--- src/rtl/irqpr_pkg.sv ---
package irqpr_pkg;
  localparam int unsigned FIX_N      = 5;
  localparam int unsigned CODE_RST   = 0;
  localparam int unsigned CODE_CMON  = 1;
  localparam int unsigned CODE_COP   = 2;
  localparam int unsigned CODE_XIRQ  = 3;
  localparam int unsigned CODE_ILLOP = 4;

  typedef struct packed {
    logic edge_mode;
    logic dly;
    logic cme;
    logic fcme;
  } opt_t;
endpackage

--- src/rtl/irqpr_rst_sync.sv ---
module irqpr_rst_sync (
  input  logic clk,
  input  logic rst_n,
  output logic rst_sync_n
);
  logic s1_q, s2_q;

  always_ff @(posedge clk or negedge rst_n) begin
    if (!rst_n) begin
      s1_q <= 1'b0;
      s2_q <= 1'b0;
    end else begin
      s1_q <= 1'b1;
      s2_q <= s1_q;
    end
  end

  assign rst_sync_n = s2_q;
endmodule

--- src/rtl/irqpr_cfg_regs.sv ---
module irqpr_cfg_regs
  import irqpr_pkg::*;
#(
  parameter int unsigned SEL_W    = 5,
  parameter int unsigned SEL_RST  = 6
) (
  input  logic             clk,
  input  logic             rst_n,
  input  logic             wr_en,
  input  logic             wr_addr,
  input  logic [SEL_W-1:0] wr_data,
  output logic [SEL_W-1:0] sel_o,
  output opt_t             opt_o
);
  logic [SEL_W-1:0] sel_q, sel_d;
  opt_t             opt_q, opt_d;
  logic             sel_we, opt_we;

  assign sel_we = wr_en && !wr_addr;
  assign opt_we = wr_en &&  wr_addr;

  always_comb begin
    sel_d = sel_q;
    opt_d = opt_q;
    if (sel_we) sel_d = wr_data;
    if (opt_we) begin
      opt_d.edge_mode = wr_data[0];
      opt_d.dly       = wr_data[1];
      opt_d.cme       = wr_data[2];
      opt_d.fcme      = wr_data[3];
    end
  end

  always_ff @(posedge clk or negedge rst_n) begin
    if (!rst_n) begin
      sel_q <= SEL_W'(SEL_RST);
      opt_q <= '{edge_mode: 1'b0, dly: 1'b1, cme: 1'b0, fcme: 1'b0};
    end else if (sel_we || opt_we) begin
      sel_q <= sel_d;
      opt_q <= opt_d;
    end
  end

  assign sel_o = sel_q;
  assign opt_o = opt_q;
endmodule

--- src/rtl/irqpr_irq_sense.sv ---
module irqpr_irq_sense (
  input  logic clk,
  input  logic rst_n,
  input  logic irq_n,
  input  logic edge_mode,
  input  logic irq_ack,
  output logic irq_req
);
  logic pin_q;
  logic pend_q, pend_d;
  logic fall;

  assign fall = pin_q && !irq_n;

  always_comb begin
    pend_d = pend_q;
    if (!edge_mode)       pend_d = 1'b0;
    else if (fall)        pend_d = 1'b1;
    else if (irq_ack)     pend_d = 1'b0;
  end

  always_ff @(posedge clk or negedge rst_n) begin
    if (!rst_n) begin
      pin_q  <= 1'b1;
      pend_q <= 1'b0;
    end else begin
      pin_q  <= irq_n;
      pend_q <= pend_d;
    end
  end

  assign irq_req = edge_mode ? pend_q : !irq_n;
endmodule

--- src/rtl/irqpr_mask_arb.sv ---
module irqpr_mask_arb #(
  parameter int unsigned N     = 16,
  parameter int unsigned SEL_W = 5,
  localparam int unsigned IDX_W = $clog2(N)
) (
  input  logic [N-1:0]     req,
  input  logic [SEL_W-1:0] sel,
  output logic             hit,
  output logic [IDX_W-1:0] idx
);
  logic             prom_hit;
  logic [IDX_W-1:0] prom_idx;
  logic             dflt_hit;
  logic [IDX_W-1:0] dflt_idx;

  always_comb begin
    prom_hit = 1'b0;
    prom_idx = '0;
    for (int i = 0; i < int'(N); i++) begin
      if ((SEL_W'(i) == sel) && req[i]) begin
        prom_hit = 1'b1;
        prom_idx = IDX_W'(i);
      end
    end
  end

  always_comb begin
    dflt_hit = 1'b0;
    dflt_idx = '0;
    for (int i = int'(N) - 1; i >= 0; i--) begin
      if (req[i]) begin
        dflt_hit = 1'b1;
        dflt_idx = IDX_W'(i);
      end
    end
  end

  assign hit = prom_hit || dflt_hit;
  assign idx = prom_hit ? prom_idx : dflt_idx;
endmodule

--- src/rtl/irq_prio_resolver.sv ---
module irq_prio_resolver
  import irqpr_pkg::*;
#(
  parameter int unsigned N_MASK  = 16,
  parameter int unsigned SEL_W   = 5,
  parameter int unsigned IRQ_IDX = 6,
  localparam int unsigned IDX_W  = $clog2(N_MASK),
  localparam int unsigned SRC_W  = $clog2(FIX_N + N_MASK)
) (
  input  logic              clk,
  input  logic              rst_n,
  input  logic              por_req,
  input  logic              clkmon_req,
  input  logic              cop_req,
  input  logic              xirq_req,
  input  logic              illop_req,
  input  logic              x_mask,
  input  logic              i_mask,
  input  logic [N_MASK-1:0] mreq,
  input  logic              irq_n,
  input  logic              ack,
  input  logic              wr_en,
  input  logic              wr_addr,
  input  logic [SEL_W-1:0]  wr_data,
  output logic              src_valid,
  output logic [SRC_W-1:0]  src_code,
  output logic              osc_dly_en,
  output logic              clkmon_en
);
  localparam logic [SRC_W-1:0] IRQ_CODE = SRC_W'(FIX_N + IRQ_IDX);

  logic              rst_sync_n;
  logic [SEL_W-1:0]  sel;
  opt_t              opt;
  logic              irq_req, irq_ack;
  logic [N_MASK-1:0] mreq_eff, mreq_elig;
  logic              m_hit;
  logic [IDX_W-1:0]  m_idx;
  logic              win_v;
  logic [SRC_W-1:0]  win_code;
  logic              valid_q, valid_d;
  logic [SRC_W-1:0]  code_q, code_d;
  logic              out_en;

  irqpr_rst_sync u_rst (
    .clk(clk), .rst_n(rst_n), .rst_sync_n(rst_sync_n)
  );

  irqpr_cfg_regs #(.SEL_W(SEL_W), .SEL_RST(IRQ_IDX)) u_cfg (
    .clk(clk), .rst_n(rst_sync_n), .wr_en(wr_en), .wr_addr(wr_addr),
    .wr_data(wr_data), .sel_o(sel), .opt_o(opt)
  );

  irqpr_irq_sense u_sense (
    .clk(clk), .rst_n(rst_sync_n), .irq_n(irq_n),
    .edge_mode(opt.edge_mode), .irq_ack(irq_ack), .irq_req(irq_req)
  );

  // IRQ pin shares its slot with the vector bit (wired-OR)
  for (genvar g = 0; g < int'(N_MASK); g++) begin : g_slot
    if (g == int'(IRQ_IDX)) begin : g_irq
      assign mreq_eff[g] = mreq[g] || irq_req;
    end else begin : g_plain
      assign mreq_eff[g] = mreq[g];
    end
  end

  assign mreq_elig = i_mask ? '0 : mreq_eff;

  irqpr_mask_arb #(.N(N_MASK), .SEL_W(SEL_W)) u_marb (
    .req(mreq_elig), .sel(sel), .hit(m_hit), .idx(m_idx)
  );

  assign clkmon_en  = opt.cme || opt.fcme;
  assign osc_dly_en = opt.dly;

  // Fixed chain ahead of the maskable group
  always_comb begin
    win_v    = 1'b1;
    win_code = '0;
    if (por_req)                      win_code = SRC_W'(CODE_RST);
    else if (clkmon_req && clkmon_en) win_code = SRC_W'(CODE_CMON);
    else if (cop_req)                 win_code = SRC_W'(CODE_COP);
    else if (xirq_req && !x_mask)     win_code = SRC_W'(CODE_XIRQ);
    else if (illop_req)               win_code = SRC_W'(CODE_ILLOP);
    else if (m_hit)                   win_code = SRC_W'(FIX_N) + SRC_W'(m_idx);
    else                              win_v    = 1'b0;
  end

  assign irq_ack = valid_q && ack && (code_q == IRQ_CODE);
  assign out_en  = valid_q ? ack : win_v;

  always_comb begin
    valid_d = valid_q;
    code_d  = code_q;
    if (valid_q) begin
      valid_d = 1'b0;
    end else begin
      valid_d = 1'b1;
      code_d  = win_code;
    end
  end

  always_ff @(posedge clk or negedge rst_sync_n) begin
    if (!rst_sync_n) begin
      valid_q <= 1'b0;
      code_q  <= '0;
    end else if (out_en) begin
      valid_q <= valid_d;
      code_q  <= code_d;
    end
  end

  assign src_valid = valid_q;
  assign src_code  = code_q;
endmodule

--- config.mk ---
export PLATFORM = sky130hd
export DESIGN_NAME = irq_prio_resolver
export DESIGN_NICKNAME = d
export VERILOG_FILES = /design/src/rtl/irqpr_pkg.sv /design/src/rtl/irqpr_rst_sync.sv /design/src/rtl/irqpr_cfg_regs.sv /design/src/rtl/irqpr_irq_sense.sv /design/src/rtl/irqpr_mask_arb.sv /design/src/rtl/irq_prio_resolver.sv
export SDC_FILE = /design/constraint.sdc
export NUM_CORES = 1
export LEC_CHECK = 0
export ABC_CLOCK_PERIOD_IN_PS = 1200
export BUFFER_PORTS_ARGS = -buffer_cell sky130_fd_sc_hd__clkbuf_2
export CORE_ASPECT_RATIO = 1.1
export CORE_MARGIN = 2
export CORE_UTILIZATION = 35
export DETAILED_ROUTE_END_ITERATION = 12
export PLACE_DENSITY = 0.58
export SLEW_MARGIN = 20
export SYNTH_ARGS = -nofsm -noshare
export SYNTH_HDL_FRONTEND = slang
export SYNTH_SLANG_ARGS = --single-unit
--- constraint.sdc ---
create_clock -name clk -period 1.2 [get_ports clk]
set_clock_uncertainty 0.2 [all_clocks]
set_input_delay 0.36 -clock clk [delete_from_list [all_inputs] [get_ports clk]]
set_output_delay 0.36 -clock clk [all_outputs]
set_load 0.05 [all_outputs]
After elaboration in Yosys (flattened, before gate mapping)
Cells that the tools add are included.
{"block": "word_totals", "register_bits": 19, "input_bits": 34, "output_inout_bits": 8, "wordCells": 147}
{"block": "op_classes", "addsub": 1, "n_eq_ne": 17, "muxes": 83, "n_bitwise": 1, "reduce_logical": 34}
{"cell": "$mux W4", "n": 25}
{"cell": "$mux W1", "n": 45}
{"cell": "$eq A4 B5 Y1 const A", "n": 8}
{"cell": "$mux W5", "n": 6}
{"cell": "$logic_and A1 B1 Y1", "n": 23}
{"cell": "$eq A3 B5 Y1 const A", "n": 4}
{"cell": "$mux W16", "n": 1}
{"cell": "$mux W3", "n": 4}
{"cell": "$eq A2 B5 Y1 const A", "n": 2}
{"cell": "$reduce_and A2 Y1", "n": 3}
{"cell": "$add A3 B4 Y5 const A", "n": 1}
{"cell": "$eq A1 B5 Y1 const A", "n": 1}
{"cell": "$eq A5 B4 Y1 const B", "n": 1}
{"cell": "$logic_not A5 Y1", "n": 1}
{"cell": "$logic_or A1 B1 Y1", "n": 4}
{"cell": "$mux W2", "n": 2}
{"cell": "$logic_not A1 Y1", "n": 3}
{"cell": "$ne A3 B2 Y1 const B", "n": 1}
{"cell": "$not A1 Y1", "n": 1}

Logic depth before layout (Yosys ltp)
{"block": "depth", "depth_word": 30, "ltp_mapped": 12, "depth_no_buf": 10}

Hierarchy
A second synthesis with hierarchy kept.
{"block": "hier_totals", "hier_cells": 167, "hier_area_um2": 1635.3}
{"mod": "irqpr_mask_arb", "n_inst": 1, "cells_per_inst": 78, "area_per_inst_um2": 619.3, "seq_area_each_um2": 0.0}
{"mod": "irq_prio_resolver", "n_inst": 1, "cells_per_inst": 59, "area_per_inst_um2": 505.5, "seq_area_each_um2": 150.1}
{"mod": "irqpr_cfg_regs", "n_inst": 1, "cells_per_inst": 20, "area_per_inst_um2": 365.4, "seq_area_each_um2": 229.0}
{"mod": "irqpr_irq_sense", "n_inst": 1, "cells_per_inst": 7, "area_per_inst_um2": 91.3, "seq_area_each_um2": 51.3}
{"mod": "irqpr_rst_sync", "n_inst": 1, "cells_per_inst": 3, "area_per_inst_um2": 53.8, "seq_area_each_um2": 50.0}

Least setup slack after synthesis
Ideal clock, no wire load.
{"block": "synth_timing", "kind": "register -> register", "start": "reg u_cfg.sel_q[1], in the netlist u_cfg.sel_o[1]", "end": "reg code_q[2], in the netlist src_code[2]", "setup_time_ns": 0.094, "arrival_ns": 2.383, "t_required_ns": 0.906, "slack_ns": -1.477, "stages_incl_launch_ff": 12, "path_buffers": 2, "synth_period_minus_slack_ns": 2.677, "cell_sequence": "dfstp_2 -> buf_6 -> clkbuf_1 -> mux4_2 -> o2111a_1 -> a41o_1 -> o31ai_2 -> inv_1 -> ha_1 -> xnor2_1 -> nor4_1 -> a211oi_1"}
{"block": "synth_between", "elab_chain_cells": 27, "elab_cells_between_ends": 80, "classes_between": "add/sub: 1; eq/ne: 15; mux: 45; reduce/logical: 19"}
{"element": "start, declared", "line_no": "irqpr_cfg_regs.sv:15", "text": "logic [SEL_W-1:0] sel_q, sel_d;"}
{"element": "start signal, assigned", "line_no": "irqpr_cfg_regs.sv:36", "text": "sel_q <= SEL_W'(SEL_RST);"}
{"element": "start signal, assigned", "line_no": "irqpr_cfg_regs.sv:39", "text": "sel_q <= sel_d;"}
{"element": "parallel branches: the longest is 27 deep, another holds $logic_not A5 Y1"}
{"element": "end signal, assigned", "line_no": "irq_prio_resolver.sv:110", "text": "code_q <= code_d;"}
{"element": "end, declared", "line_no": "irq_prio_resolver.sv:42", "text": "logic [SRC_W-1:0] code_q, code_d;"}
Parallel ways; which one is timed is not known.
A chain may end at the register's enable or synchronous reset.

Final worst setup path
Same ends and word-level chain as after synthesis.

==> run metrics <==
leakage power 1.267 nW; Hold Vio Cnt, Final 0; Rows 25; Cell Count Post-Placement between 300 and 400; fin area between 2000 and 3000 sq um; Max Slew Vio Count 0; CTS Buf Count 3; Crit. End Element register; slowest stage delay, CP roughly 0.60 ns; Rel. slew slack between 50 and 60%; Setup crit start kind register; Worst-Margin Slew just under 0.7 ns; DR pass1 iterations 4; Clk pin slew, worst setup/hold paths 0.08 ns; number of synthesis warnings 0; IO buf count 41; largest net degree at the start of global routing 12; Layout area overhead 79.14%; status complete, but fails checks; most frequent cells in the layout buf_4, clkbuf_2, dfrtp_1; Max Clk Rate between 300 and 400 MHz; Power Total roughly 2.5 mW; Critical R2R Launch u_cfg.sel_o[1]$_DFFE_PN1P_; # DRC 0; hold depth 1; Root Buffer Master clkbuf_8; first-pass GRT wire length roughly 8400 um; clock sinks 19; # fillers between 300 and 400; Core ar. roughly 4300 sq um; Final min period 2.692 ns; Final Non-Filler Cells around 340; Via density about 5.3; syn_nets 197; GRT Total Usage 22.54%; die width between 60 and 70 um; buffers from clock root to sink, at most 2; # setup viols final 15; Worst Path Class, Setup reg -> reg; vias in the first global route 1,803; Post-synth EDFFs 0; main flop type after synthesis dfrtp_1; H-tree depth 1; Hold Path Class in -> reg; crit path DAT about 2.7 ns; unrepaired setup endpoints after global routing yes; Top Ports 42; flop and latch count out of synthesis 19; reg2reg setup slack -1.49 ns; DRT antenna net count 0; period utilization 224.3%; grt total ovfl 0; Initial Util 36.09%; DP Wirelength between 3000 and 4000 um; critical path peak fanout 5; share of cells above drive strength 1 59.23%; Final nets around 320; r2r worst-path depth 10; commonest non-fill, non-tap cell in the layout buf_4; Fin Hold WS ~0.0037 ns; ant diodes 0; Post-Synthesis Cells about 160; Async SR Flop Fraction between 90% and 100%; failing checks setup timing; Cell Chain, Critical Path mux2_4, and4_4, a31oi_4, nand4_1, o31ai_2, inv_1, ha_4, xnor2_1, nor4_1, a211oi_1; Final GP Congestion just over 0.9; Avg Cell Area, Syn 9.477 sq um; slowest CP cell dfstp_2; worst vdd ir approximately 860 uV; min-delay src irq_n; Seq/Total Area, Yosys a little under a third; initial antenna violation count 0; Hold EP u_sense.pin_q$_DFF_PN1_; Avg WL per Cell roughly 15 um; Max Cap Viol 0; clk_lat worst skew about 0.26 ns; Post-Syn Area between 1500 and 2000 sq um; die area between 4000 and 5000 sq um; CTS tree done; initial DRC count 119; R2R Path End src_code[2]$_DFFE_PN0P_; Worst EP required 1.17 ns; fin worst setup slack -1.492 ns; Power Density 913.1 nW/um^2; vias 1,822; drt total wl approximately 5200 um; placed cell areas around 2300 sq um; Die H 73.46 um; Yosys cell types ~60
metal layers:
layer,vias to the layer above,GRT usage [%],share of wire [%]
met1,872,29.99,45
met4,0,7.937,1.7
met2,55,37.40,48
met3,9,2.910,5.0
met5,-,0,0
li1,886,-,-
per-stage QoR:
step / utilization [%] / setup WS, ns / TNS, ns
after floorplan: - / -1.368 / -7.225
after detailed placement: 54.47 / -1.447 / -9.488
after global routing: 64.65 / -1.591 / -10.96
after global placement: 54.47 / -1.450 / -9.490
final: 64.65 / -1.492 / -10.20
after CTS: 62.41 / -1.414 / -9.993
what timing repair did:
item,4_1_cts,5_1_grt
hold buffers,2,0
hold endpoints to repair,10,0
setup endpoints to repair,16,20
resized for setup,34,17
gates cloned,0,0
setup buffers,17,4
pin swaps,9,6
layout make-up:
class	instances	area [sq um]	share of cell area [%]
multi-input combinational	132	1122	40.81
timing repair buffer	127	1013	36.85
sequential	19	483.0	17.56
tap	54	67.56	2.457
clock buffer	4	45.04	1.638
inverter	5	18.77	0.6824
synthesized netlist by cell type, types with 2 or more instances:
| master | number | area share (%) |
|---|---|---|
| dfrtp_1 | 15 | 24 |
| nand2_1 | 12 | 2.9 |
| nor2_1 | 12 | 2.9 |
| mux2_2 | 9 | 6.6 |
| nor2b_1 | 7 | 2.9 |
| nor4_1 | 6 | 2.4 |
| inv_1 | 5 | 1.2 |
| mux2i_1 | 5 | 3.3 |
| nor3_1 | 5 | 1.6 |
| or3_1 | 5 | 2.0 |
| dfstp_2 | 4 | 6.8 |
| nand2b_1 | 4 | 1.6 |
| nand3_1 | 4 | 1.3 |
| nor3b_1 | 4 | 2.0 |
| a211oi_1 | 3 | 1.5 |
| a21oi_1 | 3 | 0.98 |
| nand4b_1 | 3 | 1.7 |
| o31ai_1 | 3 | 1.5 |
| o41ai_1 | 3 | 1.7 |
| a21o_1 | 2 | 0.98 |
| buf_2 | 2 | 0.65 |
| buf_6 | 2 | 1.5 |
| clkbuf_1 | 2 | 0.49 |
| mux4_2 | 2 | 2.9 |
| o211ai_1 | 2 | 0.98 |
| o21a_1 | 2 | 0.98 |
| o21ai_0 | 2 | 0.65 |
| o221ai_1 | 2 | 1.1 |
| or4_1 | 2 | 0.98 |
worst max-delay path, delay by kind of cell (launching register included):
kind                     cells  cell delay (ns)
buffers and inverters        1             0.11
adder cells (fa/ha/maj)      1             0.18
flip-flops                   1             0.60
XOR/XNOR                     1             0.19
AO/OA/AOI/OAI                3             0.60
multiplexers                 1             0.32
AND/OR/NAND/NOR              3             0.40
power breakdown:
part           total [mW]  leakage [nW]  internal [mW]  switching [mW]
combinational        1.25          1.02          0.681           0.571
sequential          0.805         0.226          0.726          0.0791
clock               0.455        0.0228          0.237           0.218
cells by family (layout without fill, tap and decap cells):
family	count (synthesis)	count (layout)	synth area share, %
buf+inv	11	136	3.831
mux	18	18	14.51
compound gates	41	41	22.98
flops	19	19	31.30
fa+ha+maj	1	1	0.8149
other cells	1	1	0.2443
xor+xnor	1	1	0.5706
simple gates	70	70	25.75
state kept, by name, indices dropped and copies added, names as in the netlist:
name	flops
src_code	5
u_cfg.sel_o	5
src_valid	1
u_sense.pin_q	1
u_sense.pend_q	1
u_rst.rst_sync_n	1
u_cfg.opt_o	4
u_rst.s1_q	1
worst max path at each step:
stage	start	end	slack, ns
final	u_cfg.sel_o[1]$_DFFE_PN1P_	src_code[2]$_DFFE_PN0P_	-1.49
after global routing	u_cfg.sel_o[1]$_DFFE_PN1P_	src_code[2]$_DFFE_PN0P_	-1.59
after CTS	u_cfg.sel_o[1]$_DFFE_PN1P_	src_code[2]$_DFFE_PN0P_	-1.41
after detailed placement	u_cfg.sel_o[1]$_DFFE_PN1P_	src_code[2]$_DFFE_PN0P_	-1.45
after global placement	u_cfg.sel_o[1]$_DFFE_PN1P_	src_code[2]$_DFFE_PN0P_	-1.45
after floorplan	u_cfg.sel_o[1]$_DFFE_PN1P_	src_code[2]$_DFFE_PN0P_	-1.37
(Power assumes the default switching activity.)
